===== src/rtl/fse_pkg.sv =====
package fse_pkg;

  typedef enum logic [2:0] {
    WS_IDLE,
    WS_PROG,
    WS_ERASE,
    WS_SWAIT,
    WS_SUSP,
    WS_SPROG
  } ws_state_t;

  localparam logic [7:0] OP_PROGRAM = 8'hA0;
  localparam logic [7:0] OP_ERASE   = 8'h50;
  localparam logic [7:0] OP_SUSPEND = 8'hB0;
  localparam logic [7:0] OP_RESUME  = 8'h30;

  function automatic logic st_busy(input ws_state_t st);
    return (st == WS_PROG) || (st == WS_ERASE) || (st == WS_SWAIT) || (st == WS_SPROG);
  endfunction

  function automatic logic st_programming(input ws_state_t st);
    return (st == WS_PROG) || (st == WS_SPROG);
  endfunction

  // Polling word while an operation runs: bit7 poll, bit6 toggle, bit2 erase toggle
  function automatic logic [7:0] busy_status(input ws_state_t st, input logic pdata7,
                                             input logic tog);
    logic prog;
    prog = st_programming(st);
    return {(prog ? ~pdata7 : 1'b0), tog, 3'b000, (prog ? 1'b1 : tog), 2'b00};
  endfunction

  // Word seen inside the suspended sector
  function automatic logic [7:0] susp_status(input logic tog);
    return {2'b11, 3'b000, tog, 2'b00};
  endfunction

endpackage


===== src/rtl/fse_array.sv =====
module fse_array #(
  parameter int ADDR_W = 6,
  parameter int DATA_W = 8,
  parameter int SECT_W = 2
) (
  input  logic              clk,
  input  logic              rst_n,
  input  logic              wr_en,
  input  logic [ADDR_W-1:0] wr_addr,
  input  logic [DATA_W-1:0] wr_data,
  input  logic              er_en,
  input  logic [SECT_W-1:0] er_sec,
  input  logic [ADDR_W-1:0] rd_addr,
  output logic [DATA_W-1:0] rd_word
);
  localparam int DEPTH = 1 << ADDR_W;

  logic [DEPTH*DATA_W-1:0] flat;

  for (genvar w = 0; w < DEPTH; w++) begin : g_word
    localparam logic [SECT_W-1:0] W_SEC = SECT_W'(w >> (ADDR_W - SECT_W));
    logic [DATA_W-1:0] word_q;
    logic hit_er, hit_wr;

    assign hit_er = er_en && (er_sec == W_SEC);
    assign hit_wr = wr_en && (wr_addr == ADDR_W'(w));

    always_ff @(posedge clk) begin
      if (!rst_n)      word_q <= '1;
      else if (hit_er) word_q <= '1;
      else if (hit_wr) word_q <= word_q & wr_data;
    end
    assign flat[w*DATA_W +: DATA_W] = word_q;

    AST_PROG_CLEARS_ONLY: assert property (@(posedge clk) disable iff (!rst_n)
      (hit_wr && !hit_er) |=> ((word_q & ~$past(word_q)) == '0));
    AST_SECTOR_ERASED: assert property (@(posedge clk) disable iff (!rst_n)
      hit_er |=> (word_q == '1));
  end

  assign rd_word = flat[rd_addr*DATA_W +: DATA_W];

endmodule


===== src/rtl/fse_seq.sv =====
module fse_seq
  import fse_pkg::*;
#(
  parameter int ADDR_W    = 6,
  parameter int DATA_W    = 8,
  parameter int SECT_W    = 2,
  parameter int PROG_CYC  = 12,
  parameter int ERASE_CYC = 64,
  parameter int SUSP_LAT  = 1250
) (
  input  logic              clk,
  input  logic              rst_n,
  input  logic              cmd_valid,
  input  logic [7:0]        cmd_code,
  input  logic [ADDR_W-1:0] cmd_addr,
  input  logic [DATA_W-1:0] cmd_data,
  output ws_state_t         state_o,
  output logic              prog_we,
  output logic [ADDR_W-1:0] prog_addr,
  output logic [DATA_W-1:0] prog_data,
  output logic              erase_we,
  output logic [SECT_W-1:0] erase_sec
);
  localparam int PC_W = $clog2(PROG_CYC + 1);
  localparam int EC_W = $clog2(ERASE_CYC + 1);
  localparam int LC_W = $clog2(SUSP_LAT + 1);
  localparam int AG_W = LC_W + 1;

  ws_state_t         state_q, state_d;
  logic [PC_W-1:0]   pcnt_q;
  logic [EC_W-1:0]   ecnt_q;
  logic [LC_W-1:0]   lcnt_q;
  logic [ADDR_W-1:0] op_addr_q;
  logic [DATA_W-1:0] op_data_q;
  logic [SECT_W-1:0] er_sec_q;

  // Named events
  logic cmd_sec_free, acc_prog, acc_erase, acc_susp, acc_resume;
  logic prog_fin, erase_fin, lat_fin;

  assign cmd_sec_free = cmd_addr[ADDR_W-1 -: SECT_W] != er_sec_q;
  assign acc_prog   = cmd_valid && (cmd_code == OP_PROGRAM) &&
                      ((state_q == WS_IDLE) || ((state_q == WS_SUSP) && cmd_sec_free));
  assign acc_erase  = cmd_valid && (cmd_code == OP_ERASE) && (state_q == WS_IDLE);
  assign acc_susp   = cmd_valid && (cmd_code == OP_SUSPEND) && (state_q == WS_ERASE) &&
                      (ecnt_q != '0);
  assign acc_resume = cmd_valid && (cmd_code == OP_RESUME) && (state_q == WS_SUSP);
  assign prog_fin   = st_programming(state_q) && (pcnt_q == '0);
  assign erase_fin  = (state_q == WS_ERASE) && (ecnt_q == '0);
  assign lat_fin    = (state_q == WS_SWAIT) && (lcnt_q == '0);

  always_comb begin
    state_d = state_q;
    unique case (state_q)
      WS_IDLE:  if (acc_prog) state_d = WS_PROG;
                else if (acc_erase) state_d = WS_ERASE;
      WS_PROG:  if (prog_fin) state_d = WS_IDLE;
      WS_ERASE: if (erase_fin) state_d = WS_IDLE;
                else if (acc_susp) state_d = WS_SWAIT;
      WS_SWAIT: if (lat_fin) state_d = WS_SUSP;
      WS_SUSP:  if (acc_resume) state_d = WS_ERASE;
                else if (acc_prog) state_d = WS_SPROG;
      WS_SPROG: if (prog_fin) state_d = WS_SUSP;
      default:  state_d = WS_IDLE;
    endcase
  end

  always_ff @(posedge clk) begin
    if (!rst_n) begin
      state_q   <= WS_IDLE;
      pcnt_q    <= '0;
      ecnt_q    <= '0;
      lcnt_q    <= '0;
      op_addr_q <= '0;
      op_data_q <= '0;
      er_sec_q  <= '0;
    end else begin
      state_q <= state_d;
      if (acc_prog) begin
        pcnt_q    <= PC_W'(PROG_CYC - 1);
        op_addr_q <= cmd_addr;
        op_data_q <= cmd_data;
      end else if (st_programming(state_q) && pcnt_q != '0) begin
        pcnt_q <= pcnt_q - 1'b1;
      end
      if (acc_erase) begin
        ecnt_q   <= EC_W'(ERASE_CYC - 1);
        er_sec_q <= cmd_addr[ADDR_W-1 -: SECT_W];
      end else if ((state_q == WS_ERASE) && !acc_susp && ecnt_q != '0) begin
        ecnt_q <= ecnt_q - 1'b1;
      end
      if (acc_susp) lcnt_q <= LC_W'(SUSP_LAT - 1);
      else if ((state_q == WS_SWAIT) && lcnt_q != '0) lcnt_q <= lcnt_q - 1'b1;
    end
  end

  assign state_o   = state_q;
  assign prog_we   = prog_fin;
  assign prog_addr = op_addr_q;
  assign prog_data = op_data_q;
  assign erase_we  = erase_fin;
  assign erase_sec = er_sec_q;

  // Checker: independent age of the suspend window
  logic [AG_W-1:0] swait_age;
  always_ff @(posedge clk) begin
    if (!rst_n || state_q != WS_SWAIT) swait_age <= '0;
    else swait_age <= swait_age + 1'b1;
  end

  AST_SUSP_BOUND: assert property (@(posedge clk) disable iff (!rst_n)
    (state_q == WS_SWAIT) |-> (swait_age < AG_W'(SUSP_LAT)));
  AST_ERASE_COUNT_HELD: assert property (@(posedge clk) disable iff (!rst_n)
    ((state_q == WS_SWAIT) || (state_q == WS_SUSP) || (state_q == WS_SPROG)) |=>
      $stable(ecnt_q));
  AST_SPROG_OTHER_SECTOR: assert property (@(posedge clk) disable iff (!rst_n)
    (prog_we && state_q == WS_SPROG) |-> (prog_addr[ADDR_W-1 -: SECT_W] != er_sec_q));
  AST_WRITE_EXCL: assert property (@(posedge clk) disable iff (!rst_n)
    $onehot0({prog_we, erase_we}));
  AST_ERASE_TO_IDLE: assert property (@(posedge clk) disable iff (!rst_n)
    erase_we |=> (state_q == WS_IDLE));
  AST_IDLE_NO_SUSP: assert property (@(posedge clk) disable iff (!rst_n)
    (state_q == WS_IDLE) |=> (state_q != WS_SWAIT && state_q != WS_SUSP));

endmodule


===== src/rtl/fse_rdport.sv =====
module fse_rdport
  import fse_pkg::*;
#(
  parameter int ADDR_W = 6,
  parameter int DATA_W = 8,
  parameter int SECT_W = 2
) (
  input  logic              clk,
  input  logic              rst_n,
  input  logic              rd_en,
  input  logic [ADDR_W-1:0] rd_addr,
  input  ws_state_t         state,
  input  logic [SECT_W-1:0] er_sec,
  input  logic              pdata7,
  input  logic [DATA_W-1:0] arr_word,
  output logic [DATA_W-1:0] rd_data
);
  logic in_susp_sec, busy_rd, stat_rd, tog_q;
  logic [DATA_W-1:0] rd_q;

  assign in_susp_sec = (state == WS_SUSP || state == WS_SPROG) &&
                       (rd_addr[ADDR_W-1 -: SECT_W] == er_sec);
  assign busy_rd = rd_en && st_busy(state);
  assign stat_rd = busy_rd || (rd_en && in_susp_sec);

  always_ff @(posedge clk) begin
    if (!rst_n) begin
      tog_q <= 1'b0;
      rd_q  <= '0;
    end else begin
      if (stat_rd) tog_q <= ~tog_q;
      if (rd_en) begin
        if (st_busy(state))   rd_q <= DATA_W'(busy_status(state, pdata7, tog_q));
        else if (in_susp_sec) rd_q <= DATA_W'(susp_status(tog_q));
        else                  rd_q <= arr_word;
      end
    end
  end

  assign rd_data = rd_q;

  AST_ERASE_POLL_LOW: assert property (@(posedge clk) disable iff (!rst_n)
    (rd_en && (state == WS_ERASE || state == WS_SWAIT)) |=> !rd_data[7]);
  AST_SUSP_SEC_HIGH: assert property (@(posedge clk) disable iff (!rst_n)
    (rd_en && !st_busy(state) && in_susp_sec) |=> (rd_data[7:6] == 2'b11));
  AST_PROG_DQ2_HIGH: assert property (@(posedge clk) disable iff (!rst_n)
    (rd_en && st_programming(state)) |=> rd_data[2]);

endmodule


===== src/rtl/flash_susp_engine.sv =====
module flash_susp_engine
  import fse_pkg::*;
#(
  parameter int ADDR_W    = 6,
  parameter int DATA_W    = 8,
  parameter int SECT_W    = 2,
  parameter int PROG_CYC  = 12,
  parameter int ERASE_CYC = 64,
  parameter int SUSP_LAT  = 1250
) (
  input  logic              clk,
  input  logic              rst_n,
  input  logic              cmd_valid,
  input  logic [7:0]        cmd_code,
  input  logic [ADDR_W-1:0] cmd_addr,
  input  logic [DATA_W-1:0] cmd_data,
  input  logic              rd_en,
  input  logic [ADDR_W-1:0] rd_addr,
  output logic [DATA_W-1:0] rd_data,
  output logic              ry_by,
  output logic              susp_active,
  output logic [SECT_W-1:0] susp_sector
);
  ws_state_t         state;
  logic              prog_we, erase_we;
  logic [ADDR_W-1:0] prog_addr;
  logic [DATA_W-1:0] prog_data, arr_word;
  logic [SECT_W-1:0] erase_sec;

  fse_seq #(
    .ADDR_W(ADDR_W), .DATA_W(DATA_W), .SECT_W(SECT_W),
    .PROG_CYC(PROG_CYC), .ERASE_CYC(ERASE_CYC), .SUSP_LAT(SUSP_LAT)
  ) seq_i (
    .clk(clk), .rst_n(rst_n),
    .cmd_valid(cmd_valid), .cmd_code(cmd_code), .cmd_addr(cmd_addr), .cmd_data(cmd_data),
    .state_o(state), .prog_we(prog_we), .prog_addr(prog_addr), .prog_data(prog_data),
    .erase_we(erase_we), .erase_sec(erase_sec)
  );

  fse_array #(.ADDR_W(ADDR_W), .DATA_W(DATA_W), .SECT_W(SECT_W)) arr_i (
    .clk(clk), .rst_n(rst_n),
    .wr_en(prog_we), .wr_addr(prog_addr), .wr_data(prog_data),
    .er_en(erase_we), .er_sec(erase_sec),
    .rd_addr(rd_addr), .rd_word(arr_word)
  );

  fse_rdport #(.ADDR_W(ADDR_W), .DATA_W(DATA_W), .SECT_W(SECT_W)) rdp_i (
    .clk(clk), .rst_n(rst_n), .rd_en(rd_en), .rd_addr(rd_addr),
    .state(state), .er_sec(erase_sec), .pdata7(prog_data[7]),
    .arr_word(arr_word), .rd_data(rd_data)
  );

  assign ry_by       = !st_busy(state);
  assign susp_active = (state == WS_SUSP) || (state == WS_SPROG);
  assign susp_sector = erase_sec;

  AST_READY_AFTER_EVENT: assert property (@(posedge clk) disable iff (!rst_n)
    $rose(ry_by) |-> $past(prog_we || erase_we || state == WS_SWAIT));
  AST_SUSP_SECTOR_STABLE: assert property (@(posedge clk) disable iff (!rst_n)
    (susp_active && $past(susp_active)) |-> $stable(susp_sector));

endmodule


===== config.mk =====
export PLATFORM = sky130hd
export DESIGN_NAME = flash_susp_engine
export DESIGN_NICKNAME = d
export VERILOG_FILES = /design/src/rtl/fse_pkg.sv /design/src/rtl/fse_array.sv /design/src/rtl/fse_seq.sv /design/src/rtl/fse_rdport.sv /design/src/rtl/flash_susp_engine.sv
export SDC_FILE = /design/constraint.sdc
export NUM_CORES = 1
export LEC_CHECK = 0
export BUFFER_PORTS_ARGS = -buffer_cell sky130_fd_sc_hd__buf_2
export CELL_PAD_IN_SITES_DETAIL_PLACEMENT = 2
export CELL_PAD_IN_SITES_GLOBAL_PLACEMENT = 2
export CORE_MARGIN = 3
export CORE_UTILIZATION = 36
export DETAILED_ROUTE_END_ITERATION = 8
export MAX_ROUTING_LAYER = met4
export PLACE_DENSITY = 0.71
export SETUP_SLACK_MARGIN = 0.3
export SLEW_MARGIN = 20
export SYNTH_ARGS = -nofsm -noshare
export SYNTH_HDL_FRONTEND = slang
export SYNTH_SLANG_ARGS = --single-unit

===== constraint.sdc =====
create_clock -name clk -period 2.4 [get_ports clk]
set_input_delay 0.12 -clock clk [delete_from_list [all_inputs] [get_ports clk]]
set_output_delay 0.12 -clock clk [all_outputs]
set_load 0.05 [all_outputs]

==> impl_metrics.env, run 1 <==
export IMPL_r2r_slack_ns=-0.11
export IMPL_ys_ff_latch=562
export IMPL_drt_wl_total_um=113000
export IMPL_area_growth_pct=38.4
export IMPL_dieArea_um2=64900
export IMPL_grt_pass1_vias=22400
export IMPL_grt_use_met3_pct=3.95
export IMPL_path_clk_slew_ns=0.07
export IMPL_die_h_um=255
export IMPL_nets=2612
export IMPL_die_w_um=255
export IMPL_synth_edf_count=0
export IMPL_drc=0
export IMPL_rows=90
export IMPL_syn_mean_instance_area_um2=9.38
export IMPL_antenna_found_initial=1
export IMPL_grtUsageTotal_pct=31.6
export IMPL_grt_max_degree=66
export IMPL_firstDrtPassIters=5
export IMPL_hold_violations=0
export IMPL_ir_worst_vdd_mv=0.555
export IMPL_grt_busiest_layer="met2"
export IMPL_fmax_mhz=398
export IMPL_slew_headroom_pct=36.2
export IMPL_cp_max_fo=8
export IMPL_violations="negative setup slack"
export IMPL_r2r_end="arr_i.g_word[44].word_q[5]"
export IMPL_final_setup_skew_ns=0.0259
export IMPL_grt_pass1_wl_um=150000
export IMPL_io_pins=44
export IMPL_vias=21300
export IMPL_cp_top_family="simple AND/OR/NAND/NOR gates"
export IMPL_root_buffer="clkbuf_16"
export IMPL_worstPathCellList="inv_2 -> ha_4 -> or3b_4 -> nor4_4 -> buf_4 -> buf_12 -> buf_4 -> nand3_4 -> o21ai_0 -> nand2_2"
export IMPL_h_tree_depth=2
export IMPL_yosysSeqAreaShare_pct=50.5
export IMPL_dp_hpwl_um=55000
export IMPL_holdPathStages=5
export IMPL_worst_pin_slew_ns=0.957
export IMPL_ys_flop_type="dfxtp_1"
export IMPL_gr_usage_met2_pct=54.1
export IMPL_reg2reg_from="seq_i.pcnt_q[0]"
export IMPL_whs_endpoint="seq_i.state_o[1]"
export IMPL_netlist_area_um2=22300
export IMPL_diodes=0
export IMPL_slew_viol_final=0
export IMPL_postSynthCellCount=2375
export IMPL_tritoncts="built"
export IMPL_via_per_inst=6.24
export IMPL_critPathSlowestCell="or3b_4"
export IMPL_hp_class="in2reg"
export IMPL_coreArea_um2=60800
export IMPL_drt_first_iter_violations=1909
export IMPL_use_met1_pct=38.1
export IMPL_status="complete, but fails checks"
export IMPL_yosys_warnings=0
export IMPL_post_route_period_util_pct=105
export IMPL_ys_types=69
export IMPL_grt_ovfl_total=0
export IMPL_crit_top_cell="buf_4"
export IMPL_path_buf_inv=4
export IMPL_hp_start="cmd_code[7]"
export IMPL_routedWlPerCell_um=33.2
export IMPL_leakage_nw=11.8
export IMPL_critPathCaptureType="flip-flop"
export IMPL_rsz0062_at_grt="yes"
export IMPL_period_needed_ns=2.51
export IMPL_r2r_cells=10
export IMPL_synth_fp_nets=2412
export IMPL_slowest_delay_ns=0.47
export IMPL_cts_buffers=60
export IMPL_worstPathArrival_ns=3.05
export IMPL_post_route_cells_drive_above_1_share_pct=35.6
export IMPL_place_congestion=0.864
export IMPL_clk_latency_ns=0.66
export IMPL_dpl_worst_slack_ns=-0.183
export IMPL_crit_type="reg2reg"
export IMPL_holdWs_ns=0.136
export IMPL_worstSetupStartpointType="flip-flop"
export IMPL_finalSetupViolCount=265
export IMPL_maxCapViolCount=0
export IMPL_cp_data_required_time_ns=2.93
export IMPL_p_per_area_nw_per_um2=678
export IMPL_fin_ws_ns=-0.114
export IMPL_start_util_pct=36.6
export IMPL_clk_path_buf_depth=3
export IMPL_fin_util_pct=50.7
export IMPL_async_flop_share_pct=0
export IMPL_numPortBuffers=43
export IMPL_cts_sinks=562
export IMPL_ant_nets=0
Yosys cell counts (8+ instances only):
cell,instances,area [um2]
a22oi_1,20,150
nand3_1,79,395
o31ai_1,8,60.1
nand2b_1,10,62.6
buf_2,20,100
buf_1,9,33.8
a21oi_1,37,185
inv_1,16,60.1
nand2_1,552,2070
mux4_2,122,2750
and2_1,8,50.1
nor2b_1,18,113
xor2_1,15,131
clkbuf_1,154,578
o21ai_0,524,2620
dfxtp_1,562,11300
mux2i_1,36,360
nor2_1,51,191
sequential cells by signal, summed over array words and instances, names as in the netlist:
signal / count
arr_i.g_word.word_q: 512
rdp_i.rd_data: 8
rdp_i.tog_q: 1
seq_i.ecnt_q: 7
seq_i.erase_sec: 2
seq_i.lcnt_q: 11
seq_i.pcnt_q: 4
seq_i.prog_addr: 6
seq_i.prog_data: 8
seq_i.state_o: 3
through the flow:
stage	cell area (um2)	std cells	TNS [ns]	total power, mW
floorplan	22300	2375	0	10.1
global placement	24100	3145	-0.291	10.4
detailed placement	24100	3145	-20.78	10.4
CTS	28700	3350	0	20.5
global route	30800	3406	-22.26	21.4
finish	30800	3406	-7.42	20.9
logic make-up (layout without fill, tap and decap cells):
family | Yosys count | in the layout | synth area share, %
xor gates and xnor gates | 21 | 21 | 0.826
adders and majority gates | 5 | 5 | 0.281
DFF | 562 | 562 | 50.5
AOI/OAI and AO/OA | 643 | 643 | 15.6
muxes | 165 | 165 | 14.3
buffers and inverters | 206 | 455 | 3.68
and+or+nand+nor | 773 | 773 | 14.8
report_power, final:
part	internal, mW	total, mW	switching, mW
sequential	9.34	9.36	0.0215
clock	5.72	9.99	4.27
combinational	0.696	1.56	0.868
worst max-delay path by stage:
stage / start / endpoint / slack [ns] / cells after the start
after floorplan: seq_i.ecnt_q[0] / seq_i.state_o[1] / 0.26 / 8
after global placement: rd_addr[2] / rdp_i.rd_data[2] / -0.08 / 8
after detailed placement: seq_i.pcnt_q[0] / arr_i.g_word[50].word_q[7] / -0.18 / 8
after CTS: seq_i.lcnt_q[0] / seq_i.lcnt_q[8] / 0.08 / 8
after global routing: seq_i.pcnt_q[0] / arr_i.g_word[12].word_q[4] / -0.14 / 9
final: seq_i.pcnt_q[0] / arr_i.g_word[44].word_q[5] / -0.11 / 10
metal layers:
layer,vias up,routed length (um)
li1,8829,-
met1,11100,44000
met2,932,56100
met3,421,6360
met4,0,6540
met5,-,0
layout by cell type (no fill, tap or decap), drive strengths merged, types with 15 or more instances in the layout:
cell,instances
mux2i,36
a21oi,37
inv,16
mux4,122
clkinv,16
nand3,79
clkbuf,115
nor2,51
dlygate4sd3,18
nor2b,18
xor2,15
buf,278
o21ai,524
nand2,552
a22oi,20
dfxtp,562
final cells by class:
cell class	instances	area, um2
sequential	562	11300
clock inverter	21	246
fill	5951	30000
tap	782	978
multi-input combinational	1607	12100
inverter	18	67.6
timing repair buffer	326	4390
clock buffer	90	1810
tightest hold or removal path: stages:
cell and delay [ns]:
buf_2 0.13, nor4_1 0.06, o2bb2ai_1 0.22, nand2b_1 0.14
a221oi_2 0.06
repair_timing:
item                                   CTS  global route
gates cloned                            43            29
buffers inserted                        33            27
hold buffers                            18             0
gates resized for setup                260           499
endpoints found under the hold margin   24             0
setup endpoints to repair              520           531
pin swaps                               16            15
No activity file was read; power rests on OpenSTA's default activity.
==> run 2, diff against run 1 <==
- CTS_BUF_LIST: default -> sky130_fd_sc_hd__clkbuf_16
- PLACE_DENSITY: 0.71 -> 0.7
- SYNTH_HIERARCHICAL: default -> 1
==> impl_metrics.env, run 2 <==
export IMPL_grt_pass1_vias=20600
export IMPL_layout_commonest_cell="nand2_1"
export IMPL_holdPathStages=4
export IMPL_dieArea_um2=65000
export IMPL_path_clk_slew_ns=0.06
export IMPL_postSynthCellCount=2341
export IMPL_clk_path_buf_depth=3
export IMPL_dp_hpwl_um=53400
export IMPL_grtUsageTotal_pct=25.8
export IMPL_pwr_share_seq_pct=44.6
export IMPL_r2r_cells=8
export IMPL_worst_pin_slew_ns=0.869
export IMPL_place_congestion=0.844
export IMPL_cts_buffers=67
export IMPL_largestRegisters="arr_i/g_word.word_q x512, seq_i/lcnt_q x11"
export IMPL_numPortBuffers=43
export IMPL_synth_edf_count=0
export IMPL_maxCapViolCount=0
export IMPL_yosys_warnings=6
export IMPL_crit_type="reg2reg"
export IMPL_die_h_um=255
export IMPL_synth_area_leaders="dfxtp_1 (50%), mux4_2 (12%), o21ai_0 (12%)"
export IMPL_vias=18500
export IMPL_post_route_cells_drive_above_1_share_pct=21.5
export IMPL_grt_pass1_wl_um=125000
export IMPL_status="completed"
export IMPL_tritoncts="built"
export IMPL_antenna_found_initial=1
export IMPL_rows=90
export IMPL_setup_worst_path_start="seq_i/state_o[1]"
export IMPL_cp_max_fo=8
export IMPL_synth_area_leader_cell="dfxtp_1"
export IMPL_worstSetupStartpointType="flip-flop"
export IMPL_fmax_mhz=482
export IMPL_critPathCaptureType="flip-flop"
export IMPL_slew_viol_final=0
export IMPL_hold_violations=0
export IMPL_stdcell_area_um2=27000
export IMPL_ys_ff_latch=562
export IMPL_worstPathArrival_ns=2.56
export IMPL_period_needed_ns=2.07
export IMPL_drt_wl_total_um=82200
export IMPL_largest_register_ffs=512
export IMPL_setup_tns_ns=0
export IMPL_synth_fp_nets=2378
export IMPL_hp_start="cmd_code[6]"
export IMPL_via_per_inst=5.69
export IMPL_clk_latency_ns=0.61
export IMPL_regMostFlops="arr_i/g_word.word_q"
export IMPL_leakage_nw=9.93
export IMPL_net_switching_power_mw=5.60
export IMPL_swShare_pct=26.0
export IMPL_post_route_period_util_pct=86.4
export IMPL_power_frac_comb_pct=10.1
export IMPL_ys_types=68
export IMPL_pwr_share_clk_pct=45.3
export IMPL_finalSetupViolCount=0
export IMPL_ir_worst_vdd_mv=0.468
export IMPL_synth_commonest_cells="nand2_1 (624), dfxtp_1 (562), o21ai_0 (528)"
export IMPL_rsz0062_at_grt="yes"
export IMPL_die_w_um=255
export IMPL_drt_first_iter_violations=1053
export IMPL_synth_most_common_cell="nand2_1"
export IMPL_ys_flop_type="dfxtp_1"
export IMPL_coreArea_um2=60800
export IMPL_routedWlPerCell_um=25.3
export IMPL_root_buffer="clkbuf_16"
export IMPL_ant_nets=0
export IMPL_cp_data_required_time_ns=2.88
export IMPL_reg2reg_from="seq_i/state_o[1]"
export IMPL_h_tree_depth=3
export IMPL_dpl_worst_slack_ns=-0.158
export IMPL_final_cell_mix="nand2_1 (561), dfxtp_1 (549), o21ai_0 (382)"
export IMPL_power_mw=21.5
export IMPL_yosysSeqAreaShare_pct=50.4
export IMPL_drc=0
export IMPL_p_per_area_nw_per_um2=796
export IMPL_synth_top_area_share_pct=50.4
export IMPL_cts_sinks=562
export IMPL_grt_ovfl_total=0
export IMPL_start_util_pct=36.7
export IMPL_fin_ws_ns=0.327
export IMPL_firstDrtPassIters=6
export IMPL_final_setup_skew_ns=0.0210
export IMPL_syn_mean_instance_area_um2=9.53
export IMPL_hp_class="in2reg"
export IMPL_nets=2458
export IMPL_p_int_mw=15.9
export IMPL_async_flop_share_pct=0
export IMPL_dpl_instance_area_um2=23900
export IMPL_area_growth_pct=21.0
export IMPL_netlist_area_um2=22300
export IMPL_io_pins=44
export IMPL_fin_util_pct=44.4
export IMPL_grt_max_degree=85
export IMPL_slew_headroom_pct=42.0
==> run 2: cell count changes in the layout (fill, tap and decap cells not counted), sizes merged, moves of 10 or more <==
cell,delta
buf,-117
nand2,+72
a21oi,+10
nor2b,-11
a22oi,-20
nand3,-72
clkbuf,-40
o22ai,+25
inv,+11
==> run 2: power groups by stage <==
stage | combinational [mW] | sequential, mW | clock, mW
after floorplan | 1.11 | 9.80 | 0
after global placement | 1.82 | 9.76 | 0
after detailed placement | 1.87 | 9.77 | 0
after CTS | 1.96 | 9.57 | 9.94
after global routing | 2.31 | 9.60 | 10.4
final | 2.17 | 9.59 | 9.74
==> run 2: path summary, 6_finish.rpt <==
check,end,slack [ns]
min,seq_i/lcnt_q[10],0.02
min reg2reg,arr_i/g_word[6].word_q[7],0.45
max reg2reg,arr_i/g_word[11].word_q[7],0.33
max,arr_i/g_word[11].word_q[7],0.33
==> run 2: cell type report <==
cell class	instances	area, um2
fillers	6341	33800
flip-flops and latches	562	11300
multi-input cells	1595	10800
repair buffers	183	1830
clock buffers	71	1780
well taps	782	978
clock inverters	43	272
inverters	12	45.0
diodes	1	2.50
==> run 2: cells by family (layout without fill, tap and decap cells) <==
kind of cell,after synthesis,count (layout),synth area share (%)
XOR/XNOR,21,21,0.824
buffers and inverters,184,309,4.12
AND/OR/NAND/NOR,757,757,14.1
flip-flops,562,562,50.4
other,0,1,0
adder cells (fa/ha/maj),5,5,0.280
multiplexers,168,168,15.0
AO/OA/AOI/OAI,644,644,15.3
==> run 2: worst max-delay path, stage by stage, from the launching register on <==
cell	delay, ns
dfxtp_2	0.35
nand2b_2	0.23
nor4_4	0.28
nor3b_4	0.29
buf_12	0.16
clkbuf_16	0.22
nand2_4	0.12
o21ai_0	0.20
nand2_1	0.08
==> run 2: metrics by stage <==
step | hold WS, ns | std cells
finish | 0.0238 | 3249
global route | 0.0281 | 3249
CTS | 0.0211 | 3238
detailed placement | 0.373 | 3103
global placement | 0.362 | 3103
floorplan | 0.258 | 2341
==> run 2: per-layer routing <==
layer / wire length (um) / track usage [%]
met3: 3600 / 4.74
met5: 0 / -
met4: 2520 / 8.86
met1: 35200 / 31.1
met2: 40900 / 43.6
==> run 2: timing repair <==
action | CTS | global route
hold buffers | 18 | 0
hold endpoints to repair | 25 | 0
setup endpoints to repair | 496 | 503
setup buffers | 3 | 6
cloned | 0 | 4
pin swaps | 2 | 13
resized for setup | 50 | 276
==> run 3, diff against run 2 <==
==> constraint.sdc (replaced) <==
create_clock -name clk -period 2.4 [get_ports clk]
set_input_delay 0.36 -clock clk [delete_from_list [all_inputs] [get_ports clk]]
set_output_delay 0.36 -clock clk [all_outputs]
set_load 0.05 [all_outputs]
==> impl_metrics.env, run 3 (synthesized netlist as in run 2, its figures left out) <==
export IMPL_status="completed"
export IMPL_rsz0062_at_grt="yes"
export IMPL_critPathSlowestCell="dfxtp_2"
export IMPL_grt_max_degree=73
export IMPL_dpl_cell_count=3146
export IMPL_die_h_um=255
export IMPL_routedWlPerCell_um=25.5
export IMPL_layout_commonest_cell="nand2_1"
export IMPL_tritoncts="built"
export IMPL_clk_latency_ns=0.62
export IMPL_maxCapViolCount=0
export IMPL_dp_hpwl_um=53600
export IMPL_finalSetupViolCount=0
export IMPL_net_switching_power_mw=5.68
export IMPL_hold_violations=0
export IMPL_cts_buffers=67
export IMPL_final_setup_skew_ns=0.0305
export IMPL_grt_pass1_vias=20600
export IMPL_dpl_instance_area_um2=24300
export IMPL_numPortBuffers=43
export IMPL_slew_headroom_pct=42.8
export IMPL_regMostFlops="arr_i/g_word.word_q"
export IMPL_worstSetupStartpointType="flip-flop"
export IMPL_pwr_share_clk_pct=46.8
export IMPL_stdcell_area_um2=27200
export IMPL_place_congestion=0.824
export IMPL_area_growth_pct=21.7
export IMPL_root_buffer="clkbuf_16"
export IMPL_firstDrtPassIters=5
export IMPL_final_cells=3290
export IMPL_power_frac_comb_pct=9.8
export IMPL_grtUsageTotal_pct=26.1
export IMPL_p_int_mw=16.4
export IMPL_cp_data_required_time_ns=2.88
export IMPL_leakage_nw=9.84
export IMPL_dieArea_um2=65000
export IMPL_drc=0
export IMPL_vias=18700
export IMPL_post_route_cells_drive_above_1_share_pct=22.4
export IMPL_antenna_found_initial=2
export IMPL_final_cell_mix="nand2_1 (562), dfxtp_1 (549), o21ai_0 (426)"
export IMPL_crit_top_cell="inv_2"
export IMPL_start_util_pct=36.7
export IMPL_rows=90
export IMPL_period_needed_ns=2.10
export IMPL_holdWs_ns=0.0452
export IMPL_pwr_share_seq_pct=43.4
export IMPL_via_per_inst=5.70
export IMPL_io_pins=44
export IMPL_ir_worst_vdd_mv=0.554
export IMPL_largest_register_ffs=512
export IMPL_grt_pass1_wl_um=126000
export IMPL_slew_viol_final=0
export IMPL_worst_pin_slew_ns=0.858
export IMPL_path_buf_inv=4
export IMPL_drt_first_iter_violations=938
export IMPL_worstPathArrival_ns=2.58
export IMPL_p_per_area_nw_per_um2=812
export IMPL_setup_tns_ns=0
export IMPL_critPathCaptureType="flip-flop"
export IMPL_coreArea_um2=60800
export IMPL_ant_nets=0
export IMPL_fmax_mhz=476
export IMPL_clk_path_buf_depth=3
export IMPL_worstPathCellList="inv_2 -> ha_4 -> inv_2 -> nor4_4 -> nor3b_4 -> buf_12 -> clkbuf_16 -> nand2_2 -> o21ai_1 -> nand2_1"
export IMPL_cts_sinks=562
export IMPL_crit_type="reg2reg"
export IMPL_nets=2493
export IMPL_path_clk_slew_ns=0.06
export IMPL_grt_ovfl_total=0
export IMPL_post_route_period_util_pct=87.5
export IMPL_cp_max_fo=8
export IMPL_die_w_um=255
export IMPL_cp_top_family="simple AND/OR/NAND/NOR gates"
export IMPL_hp_class="in2reg"
export IMPL_h_tree_depth=3
export IMPL_slowest_delay_ns=0.33
export IMPL_largestRegisters="arr_i/g_word.word_q x512, seq_i/lcnt_q x11"
export IMPL_drt_wl_total_um=83800
export IMPL_swShare_pct=25.7
## run 3: cell count changes in the layout (fill, tap and decap cells not counted), sizes merged
cell         before  now
buf             161  207
clkinvlp          2    3
bufinv            3    8
inv              27   25
clkbuf           75   72
clkinv           23   27
dlygate4sd3      18    8
## run 3: worst register-to-register path: stages, from the launching register on
cell	delay, ns
dfxtp_2	0.33
inv_2	0.07
ha_4	0.14
inv_2	0.05
nor4_4	0.28
nor3b_4	0.30
buf_12	0.16
clkbuf_16	0.18
nand2_2	0.20
o21ai_1	0.21
nand2_1	0.08
## run 3: area by class of cell
cell class / instances / area, um2
fill: 6371 / 33600
clock buffer: 69 / 1730
timing repair buffer: 218 / 2140
antenna: 1 / 2.50
sequential: 562 / 11300
multi-input combinational: 1595 / 10500
inverter: 12 / 45.0
clock inverter: 51 / 473
tap: 782 / 978
## run 3: power groups by stage
stage	registers, mW	logic, mW	clock network (mW)
floorplan	9.80	1.12	0
global placement	9.77	1.83	0
detailed placement	9.77	1.88	0
CTS	9.57	1.96	10.5
global route	9.59	2.31	10.9
finish	9.58	2.16	10.3
## run 3: per-stage QoR
stage	setup WS (ns)	total power [mW]	utilization (%)
2_1_floorplan	0.236	10.9	-
3_3_place_gp	-0.199	11.6	39.9
3_5_place_dp	-0.238	11.6	39.9
4_1_cts	0.181	22.0	44.0
5_1_grt	0.211	22.8	44.7
6_report	0.301	22.1	44.7
## run 3: path summary, 6_finish.rpt
kind | start | end | slack [ns] | depth (start not counted)
setup reg to reg | seq_i/pcnt_q[1] | arr_i/g_word[12].word_q[5] | 0.30 | 10
setup / recovery | seq_i/pcnt_q[1] | arr_i/g_word[12].word_q[5] | 0.30 | 10
hold / removal | cmd_data[5] | seq_i/prog_data[5] | 0.05 | 3
hold reg to reg | arr_i/g_word[12].word_q[4] | arr_i/g_word[12].word_q[4] | 0.46 | 2
## run 3: layer usage
layer	global-route usage (%)	share of wire, %	up-vias	routed length [um]
li1	-	-	8472	-
met1	32.6	44	9814	36900
met2	44.2	50	330	41500
met3	3.95	3.8	130	3210
met4	7.12	2.5	0	2100
met5	-	0	-	0
## run 3: what timing repair did
| action | in CTS | in global routing |
|---|---|---|
| hold endpoints to repair | 8 | 0 |
| resized for setup | 71 | 147 |
| endpoints found under the setup margin | 480 | 473 |
| cloned | 0 | 3 |
| pin swaps | 3 | 6 |
| hold buffers | 8 | 0 |
| buffers inserted | 3 | 9 |
